===== config.mk =====
export PLATFORM = sky130hd
export DESIGN_NAME = fbuf_arbiter
export DESIGN_NICKNAME = d
export VERILOG_FILES = /design/src/rtl/fbuf_pkg.sv /design/src/rtl/fbuf_packer.sv /design/src/rtl/fbuf_wfifo.sv /design/src/rtl/fbuf_port.sv /design/src/rtl/fbuf_arbiter.sv
export SDC_FILE = /design/constraint.sdc
export NUM_CORES = 1
export LEC_CHECK = 0
export ABC_CLOCK_PERIOD_IN_PS = 2500
export BUFFER_PORTS_ARGS = -buffer_cell sky130_fd_sc_hd__clkbuf_2
export CORE_MARGIN = 5
export CORE_UTILIZATION = 50
export CTS_CLUSTER_DIAMETER = 200
export CTS_CLUSTER_SIZE = 12
export DETAILED_ROUTE_END_ITERATION = 10
export PLACE_DENSITY = 0.72
export SLEW_MARGIN = 20
export SYNTH_ARGS = -nofsm -noshare
export SYNTH_HDL_FRONTEND = slang
export SYNTH_HIERARCHICAL = 1
export SYNTH_SLANG_ARGS = --single-unit

===== constraint.sdc =====
create_clock -name clk -period 2.5 [get_ports clk]
set_input_delay 0.25 -clock clk [delete_from_list [all_inputs] [get_ports clk]]
set_output_delay 0.25 -clock clk [all_outputs]
set_load 0.02 [all_outputs]

===== src/rtl/fbuf_pkg.sv =====
package fbuf_pkg;

    localparam int PIX_W       = 8;
    localparam int WORD_W      = 2 * PIX_W;
    localparam int IDX_W       = 2;
    localparam int NUM_REGIONS = 1 << IDX_W;

    typedef logic [PIX_W-1:0]  pix_t;
    typedef logic [WORD_W-1:0] word_t;
    typedef logic [IDX_W-1:0]  region_t;

    typedef enum logic [1:0] {
        OP_IDLE  = 2'd0,
        OP_WRITE = 2'd1,
        OP_READ  = 2'd2
    } port_op_e;

    // Region that holds the frame of the given age (0 = being written).
    function automatic region_t age_to_region(input region_t wr_region,
                                              input region_t age);
        return wr_region - age;
    endfunction

endpackage


===== src/rtl/fbuf_packer.sv =====
module fbuf_packer
    import fbuf_pkg::*;
#(
    parameter int FRAME_W = 8
) (
    input  logic               clk,
    input  logic               rst,
    input  logic               pix_valid,
    input  logic               pix_sof,
    input  pix_t               pix_data,
    output logic               push,
    output word_t              push_word,
    output logic [FRAME_W-1:0] push_off,
    output region_t            region
);

    logic               have_low;
    pix_t               low_q;
    logic [FRAME_W-1:0] off_q;
    region_t            region_q;

    // An odd-column pixel completes a word; a start-of-frame pixel never does.
    assign push      = pix_valid && !pix_sof && have_low;
    assign push_word = {pix_data, low_q};
    assign push_off  = off_q;
    assign region    = region_q;

    always_ff @(posedge clk) begin
        if (rst) begin
            have_low <= 1'b0;
            low_q    <= '0;
            off_q    <= '0;
            region_q <= region_t'(NUM_REGIONS - 1);
        end else if (pix_valid) begin
            if (pix_sof) begin
                region_q <= region_q + region_t'(1);
                off_q    <= '0;
                low_q    <= pix_data;
                have_low <= 1'b1;
            end else if (have_low) begin
                off_q    <= off_q + FRAME_W'(1);
                have_low <= 1'b0;
            end else begin
                low_q    <= pix_data;
                have_low <= 1'b1;
            end
        end
    end

endmodule


===== src/rtl/fbuf_wfifo.sv =====
module fbuf_wfifo #(
    parameter int WIDTH = 26,
    parameter int DEPTH = 4
) (
    input  logic             clk,
    input  logic             rst,
    input  logic             push,
    input  logic [WIDTH-1:0] din,
    input  logic             pop,
    output logic [WIDTH-1:0] head,
    output logic             empty,
    output logic             ovf
);

    localparam int PTR_W = (DEPTH > 1) ? $clog2(DEPTH) : 1;
    localparam int CNT_W = $clog2(DEPTH + 1);

    logic [WIDTH-1:0] store [DEPTH];
    logic [PTR_W-1:0] wr_ptr, rd_ptr;
    logic [CNT_W-1:0] count;
    logic             full, do_wr, do_rd;

    assign empty = (count == '0);
    assign full  = (count == CNT_W'(DEPTH));
    assign do_rd = pop && !empty;
    assign do_wr = push && (!full || do_rd);
    assign head  = store[rd_ptr];

    function automatic logic [PTR_W-1:0] bump(input logic [PTR_W-1:0] p);
        return (p == PTR_W'(DEPTH - 1)) ? '0 : p + PTR_W'(1);
    endfunction

    always_ff @(posedge clk) begin
        if (do_wr) store[wr_ptr] <= din;
    end

    always_ff @(posedge clk) begin
        if (rst) begin
            wr_ptr <= '0;
            rd_ptr <= '0;
            count  <= '0;
            ovf    <= 1'b0;
        end else begin
            if (do_wr) wr_ptr <= bump(wr_ptr);
            if (do_rd) rd_ptr <= bump(rd_ptr);
            if (do_wr && !do_rd)      count <= count + CNT_W'(1);
            else if (do_rd && !do_wr) count <= count - CNT_W'(1);
            if (push && !do_wr) ovf <= 1'b1;
        end
    end

endmodule


===== src/rtl/fbuf_port.sv =====
module fbuf_port
    import fbuf_pkg::*;
#(
    parameter int ADDR_W    = 10,
    parameter int RD_CYCLES = 2
) (
    input  logic              clk,
    input  logic              rst,
    input  logic              fifo_empty,
    input  logic [ADDR_W-1:0] head_addr,
    input  word_t             head_data,
    output logic              pop,
    input  logic              rd_req,
    input  logic [ADDR_W-1:0] rd_addr,
    output logic              rd_grant,
    output logic              rd_valid,
    output word_t             rd_data,
    output logic [ADDR_W-1:0] sram_addr,
    output word_t             sram_wdata,
    input  word_t             sram_rdata,
    output logic              sram_we,
    output logic              sram_oe
);

    localparam int CNT_W = $clog2(RD_CYCLES + 1);

    logic [CNT_W-1:0] hold_cnt;
    logic             held;
    port_op_e         op;

    // Port still owned by a read during the next cycle.
    assign held     = hold_cnt > CNT_W'(1);
    assign pop      = !fifo_empty && !held;
    assign rd_grant = rd_req && fifo_empty && !held;

    always_comb begin
        if (pop)           op = OP_WRITE;
        else if (rd_grant) op = OP_READ;
        else               op = OP_IDLE;
    end

    always_ff @(posedge clk) begin
        if (rst) begin
            hold_cnt   <= '0;
            sram_we    <= 1'b0;
            sram_oe    <= 1'b0;
            sram_addr  <= '0;
            sram_wdata <= '0;
            rd_valid   <= 1'b0;
            rd_data    <= '0;
        end else begin
            sram_we  <= (op == OP_WRITE);
            sram_oe  <= (op == OP_READ) || held;
            rd_valid <= (hold_cnt == CNT_W'(1));
            if (hold_cnt == CNT_W'(1)) rd_data <= sram_rdata;
            case (op)
                OP_WRITE: begin
                    sram_addr  <= head_addr;
                    sram_wdata <= head_data;
                end
                OP_READ:  sram_addr <= rd_addr;
                default:  ;
            endcase
            if (op == OP_READ)          hold_cnt <= CNT_W'(RD_CYCLES);
            else if (hold_cnt != '0)    hold_cnt <= hold_cnt - CNT_W'(1);
        end
    end

endmodule


===== src/rtl/fbuf_arbiter.sv =====
module fbuf_arbiter
    import fbuf_pkg::*;
#(
    parameter int FRAME_W    = 8,
    parameter int RD_CYCLES  = 2,
    parameter int FIFO_DEPTH = 4
) (
    input  logic                     clk,
    input  logic                     rst,
    input  logic                     pix_valid,
    input  logic                     pix_sof,
    input  logic [7:0]               pix_data,
    input  logic                     rd_req,
    input  logic [1:0]               rd_age,
    input  logic [FRAME_W-1:0]       rd_off,
    output logic                     rd_grant,
    output logic                     rd_valid,
    output logic [15:0]              rd_data,
    output logic [FRAME_W+1:0]       sram_addr,
    output logic [15:0]              sram_wdata,
    input  logic [15:0]              sram_rdata,
    output logic                     sram_we,
    output logic                     sram_oe,
    output logic                     ovf_err
);

    localparam int ADDR_W = IDX_W + FRAME_W;

    typedef struct packed {
        logic [ADDR_W-1:0] addr;
        word_t             data;
    } wr_entry_t;

    logic               push, pop, fifo_empty;
    word_t              push_word;
    logic [FRAME_W-1:0] push_off;
    region_t            wr_region;
    wr_entry_t          in_entry, head_entry;
    logic [ADDR_W-1:0]  rd_addr;

    fbuf_packer #(.FRAME_W(FRAME_W)) u_packer (
        .clk       (clk),
        .rst       (rst),
        .pix_valid (pix_valid),
        .pix_sof   (pix_sof),
        .pix_data  (pix_data),
        .push      (push),
        .push_word (push_word),
        .push_off  (push_off),
        .region    (wr_region)
    );

    assign in_entry = '{addr: {wr_region, push_off}, data: push_word};

    fbuf_wfifo #(.WIDTH($bits(wr_entry_t)), .DEPTH(FIFO_DEPTH)) u_fifo (
        .clk   (clk),
        .rst   (rst),
        .push  (push),
        .din   (in_entry),
        .pop   (pop),
        .head  (head_entry),
        .empty (fifo_empty),
        .ovf   (ovf_err)
    );

    assign rd_addr = {age_to_region(wr_region, rd_age), rd_off};

    fbuf_port #(.ADDR_W(ADDR_W), .RD_CYCLES(RD_CYCLES)) u_port (
        .clk        (clk),
        .rst        (rst),
        .fifo_empty (fifo_empty),
        .head_addr  (head_entry.addr),
        .head_data  (head_entry.data),
        .pop        (pop),
        .rd_req     (rd_req),
        .rd_addr    (rd_addr),
        .rd_grant   (rd_grant),
        .rd_valid   (rd_valid),
        .rd_data    (rd_data),
        .sram_addr  (sram_addr),
        .sram_wdata (sram_wdata),
        .sram_rdata (sram_rdata),
        .sram_we    (sram_we),
        .sram_oe    (sram_oe)
    );

endmodule


==> tab_implementation.tex <==
\begin{tabular}{lr}
\hline
Metric & Value \\
\hline
\multicolumn{2}{l}{\textbf{Status}} \\
Run status & complete, no violations \\
\multicolumn{2}{l}{\textbf{Place}} \\
Number of buffers inserted by port buffering & 85 \\
Placed cell areas & 7560 um2 \\
Final HPWL from detailed placement & 9420 um \\
Global placement routability congestion & 0.805 \\
Worst slack at placement & 0.0977 ns \\
\multicolumn{2}{l}{\textbf{Floorplanning}} \\
Vertical die dimension & 128 um \\
Die ar. & 16400 um2 \\
Die outline width & 128 um \\
Count of boundary I/O pins & 86 \\
Site Rows & 43 \\
Floorplan Core Area & 13800 um2 \\
Initial Utilization & 50.6\% \\
\multicolumn{2}{l}{\textbf{STA}} \\
Final TNS setup & 0 ns \\
Tightest Pin Transition & 0.929 ns \\
Crit path setup slack, layout & 0.159 ns \\
Final hold viol count & 0 \\
Upper clock frequency limit & 0.427 GHz \\
Setup repair after global routing missed its margin & no \\
Final min period & 2.34 ns \\
Slew Viols, Final & 0 \\
Setup Skew & 0.00947 ns \\
Worst relative slew slack & 38.1\% \\
Fin crit share & 93.6\% \\
Number of setup violations in the final report & 0 \\
\multicolumn{2}{l}{\textbf{Synthesis}} \\
Fraction of registers with async set/reset & 0\% \\
Top flip-flop cell by instance count after synthesis & sky130\_fd\_sc\_hd\_\_edfxtp\_1 \\
Most area-consuming cells after synthesis & sky130\_fd\_sc\_hd\_\_edfxtp\_1 (45\%), sky130\_fd\_sc\_hd\_\_dfxtp\_1 (22\%), sky130\_fd\_sc\_hd\_\_mux4\_2 (8.4\%), sky130\_fd\_sc\_hd\_\_nand2\_1 (3.7\%), sky130\_fd\_sc\_hd\_\_a21oi\_1 (2.7\%) \\
Number of enable flip-flop cells after synthesis & 104 \\
Syn Std Cell Area & 6970 um2 \\
Seq/Total Area, Yosys & 66.6\% \\
Warnings, synthesis & 6 \\
Yosys top cell by area & sky130\_fd\_sc\_hd\_\_edfxtp\_1 \\
Register bit total from synthesis & 180 \\
Cell count after synthesis & 497 \\
Mean instance size in the synthesized netlist & 14.0 um2 \\
Number of unique standard cell types used by synthesis & 49 \\
Area share of the largest cell type after synthesis & 44.8\% \\
Cell with the most instances after synthesis & sky130\_fd\_sc\_hd\_\_edfxtp\_1 \\
Synth Net Count & 545 \\
Leading cell types by count after synthesis & sky130\_fd\_sc\_hd\_\_edfxtp\_1 (104), sky130\_fd\_sc\_hd\_\_dfxtp\_1 (76), sky130\_fd\_sc\_hd\_\_nand2\_1 (68) \\
\multicolumn{2}{l}{\textbf{CTS}} \\
Hold buffer count at CTS & 0 \\
Clock tree buffer depth & 2 \\
Deepest level of the CTS H-tree & 4 \\
Post-CTS Setup Inserts & 0 \\
Insertion delay to the later sink of the worst-skew pair & 0.42 ns \\
Clock sink count & 180 \\
Clock root cell & sky130\_fd\_sc\_hd\_\_clkbuf\_16 \\
Clk pin slew, worst setup/hold paths & 0.07 ns \\
Inserted Clock Buffers & 17 \\
Clock tree from TritonCTS & built \\
\multicolumn{2}{l}{\textbf{Cells and area}} \\
ANT cells & 0 \\
Final cell utilization of the core & 59.2\% \\
Fin nets & 633 \\
Area added between synthesis and finish & 17.0\% \\
Layout fillers & 1053 \\
Area taken by multi-input logic gates & 2060 um2 \\
Area taken by flip-flops and latches & 4650 um2 \\
Share of cells above drive strength 1 & 32.6\% \\
Finished layout cell area & 8160 um2 \\
\multicolumn{2}{l}{\textbf{Setup path}} \\
Data required time of the critical path & 2.81 ns \\
Maximum fanout encountered on the critical timing path & 6 \\
Peak per-stage delay on the critical path & 0.38 ns \\
Kind of critical path & flop to flop \\
Critical path's slowest cell & sky130\_fd\_sc\_hd\_\_dfxtp\_4 \\
CP arrival & 2.65 ns \\
Worst path cell trace & nor3\_4 > or2\_4 > clkinv\_4 > o31ai\_2 > ha\_2 > inv\_1 > fa\_1 > xor2\_1 > or3\_1 > a21oi\_1 \\
CP Launch Type & flop \\
Kind of end point of the critical path & flop \\
\multicolumn{2}{l}{\textbf{Global routing}} \\
Maximum number of pins on one net before global-route repair & 43 \\
Initial antenna violation count & 0 \\
First-pass GRT wire length & 21800 um \\
Grt ovf & 0 \\
Vias in the first global route & 4367 \\
Overall routing resource usage & 17.2\% \\
\multicolumn{2}{l}{\textbf{Detailed routing}} \\
First-pass detailed-route iteration total & 4 \\
DRC viols & 0 \\
Vias per std cell & 5.36 \\
Drt first-iter violations & 371 \\
Final ANT Viol Nets & 0 \\
Via count of the routed design & 4173 \\
Wirelength per Cell & 17.4 um \\
Total wire length after detailed routing & 13500 um \\
\multicolumn{2}{l}{\textbf{Power}} \\
Maximum VDD drop & 645 uV \\
Total power after layout & 8.35 mW \\
Power per unit of standard cell area & 1020 nW/um2 \\
Leakage power summed over all cells & 2.97 nW \\
\multicolumn{2}{l}{\textbf{Worst hold path}} \\
Tightest Hold Check Type & input port to flop \\
\multicolumn{2}{l}{\textbf{Job}} \\
Max Cap Violations & 0 \\
\hline
\end{tabular}
## power breakdown
part | leakage, nW | total [mW] | internal (mW) | switching, mW
sequential | 1.57 | 3.70 | 3.45 | 0.248
combinational | 1.11 | 2.11 | 0.861 | 1.25
clock | 0.284 | 2.54 | 1.47 | 1.07
total | 2.97 | 8.35 | 5.78 | 2.58
## flip-flops by register name, summed over array words and instances, names as in the netlist, 2 cells and up, named ones only
register / count
u_fifo/store: 104
u_port/rd_data: 16
u_port/sram_wdata: 16
u_port/sram_addr: 10
u_packer/low_q: 8
u_packer/push_off: 8
u_fifo/count: 3
u_fifo/rd_ptr: 2
u_fifo/wr_ptr: 2
u_packer/region: 2
u_port/hold_cnt: 2
## worst max-delay path, delay by kind of cell, from the launching register on
kind / cells / cell delay, ns
AOI/OAI and AO/OA: 2 / 0.28
adders and majority gates: 2 / 0.65
buffers and inverters: 2 / 0.11
xor gates and xnor gates: 1 / 0.16
and+or+nand+nor: 3 / 0.65
DFF: 1 / 0.38
## per-stage QoR
| step | hold WS, ns | cells |
|---|---|---|
| after floorplan | 0.386 | 497 |
| final | 0.0490 | 778 |
| after CTS | 0.0337 | 778 |
| after detailed placement | 0.450 | 746 |
| after global placement | 0.441 | 746 |
| after global routing | 0.0586 | 778 |
## routing by layer
metal	vias up	GRT usage [%]	wire length, um
li1	2025	-	-
met1	2024	22.5	5940
met2	112	27.6	6560
met3	12	5.17	869
met4	0	5.62	160
met5	-	0	0
## timing repair
| item | in CTS | in global routing |
|---|---|---|
| endpoints found under the hold margin | 0 | 0 |
| gates resized for setup | 0 | 5 |
| setup endpoints to repair | 0 | 1 |
## final timing paths
path                                  startpoint                               to  slack [ns]  cells after the start
setup / recovery    u_fifo/count[1]$_SDFFE_PP0P_     u_fifo/count[2]$_SDFFE_PP0P_        0.16                     10
hold / removal                    sram_rdata[15]  u_port/rd_data[15]$_SDFFE_PP0P_        0.05                      3
setup reg to reg    u_fifo/count[1]$_SDFFE_PP0P_     u_fifo/count[2]$_SDFFE_PP0P_        0.16                     10
hold reg to reg   u_port/rd_data[1]$_SDFFE_PP0P_   u_port/rd_data[1]$_SDFFE_PP0P_        0.46                      2
## kinds of logic (layout without fill, tap and decap cells)
kind of cell	after synthesis	in the layout	share of synthesized area, %
compound gates	87	87	8.36
xor+xnor	4	4	0.718
fa+ha+maj	9	9	1.72
buf+inv	47	148	4.02
flops	180	180	66.6
mux	28	28	8.69
simple gates	142	142	9.85
## cell usage in the layout, fill, tap and decap left out, types with 3 or more instances in the layout
cell type,synthesis,final
sky130_fd_sc_hd__nor3_1,16,15
sky130_fd_sc_hd__nand2_1,68,68
sky130_fd_sc_hd__o221a_2,10,10
sky130_fd_sc_hd__buf_4,8,18
sky130_fd_sc_hd__clkbuf_2,2,85
sky130_fd_sc_hd__ha_1,8,7
sky130_fd_sc_hd__inv_1,9,9
sky130_fd_sc_hd__nand3_1,5,5
sky130_fd_sc_hd__a31oi_1,3,3
sky130_fd_sc_hd__o21ai_0,12,12
sky130_fd_sc_hd__a21oi_1,38,38
sky130_fd_sc_hd__nor2_1,21,21
sky130_fd_sc_hd__dfxtp_1,76,72
sky130_fd_sc_hd__or4_1,4,4
sky130_fd_sc_hd__nand3b_1,9,9
sky130_fd_sc_hd__clkbuf_16,0,18
sky130_fd_sc_hd__o211ai_1,3,3
sky130_fd_sc_hd__and3_1,4,4
sky130_fd_sc_hd__nor2b_1,3,3
sky130_fd_sc_hd__edfxtp_1,104,104
sky130_fd_sc_hd__a21oi_2,10,10
sky130_fd_sc_hd__mux4_2,26,26
sky130_fd_sc_hd__clkinv_4,1,4
sky130_fd_sc_hd__inv_6,0,3
sky130_fd_sc_hd__xor2_1,3,3
## cell type report
class	count	area share, %
multi-input combinational	270	25.3
tap	180	2.76
inverter	12	0.614
sequential	180	57.1
timing repair buffer	104	7.12
clock inverter	13	1.46
clock buffer	19	5.69
Note: power is estimated with default switching activity, not from simulation.
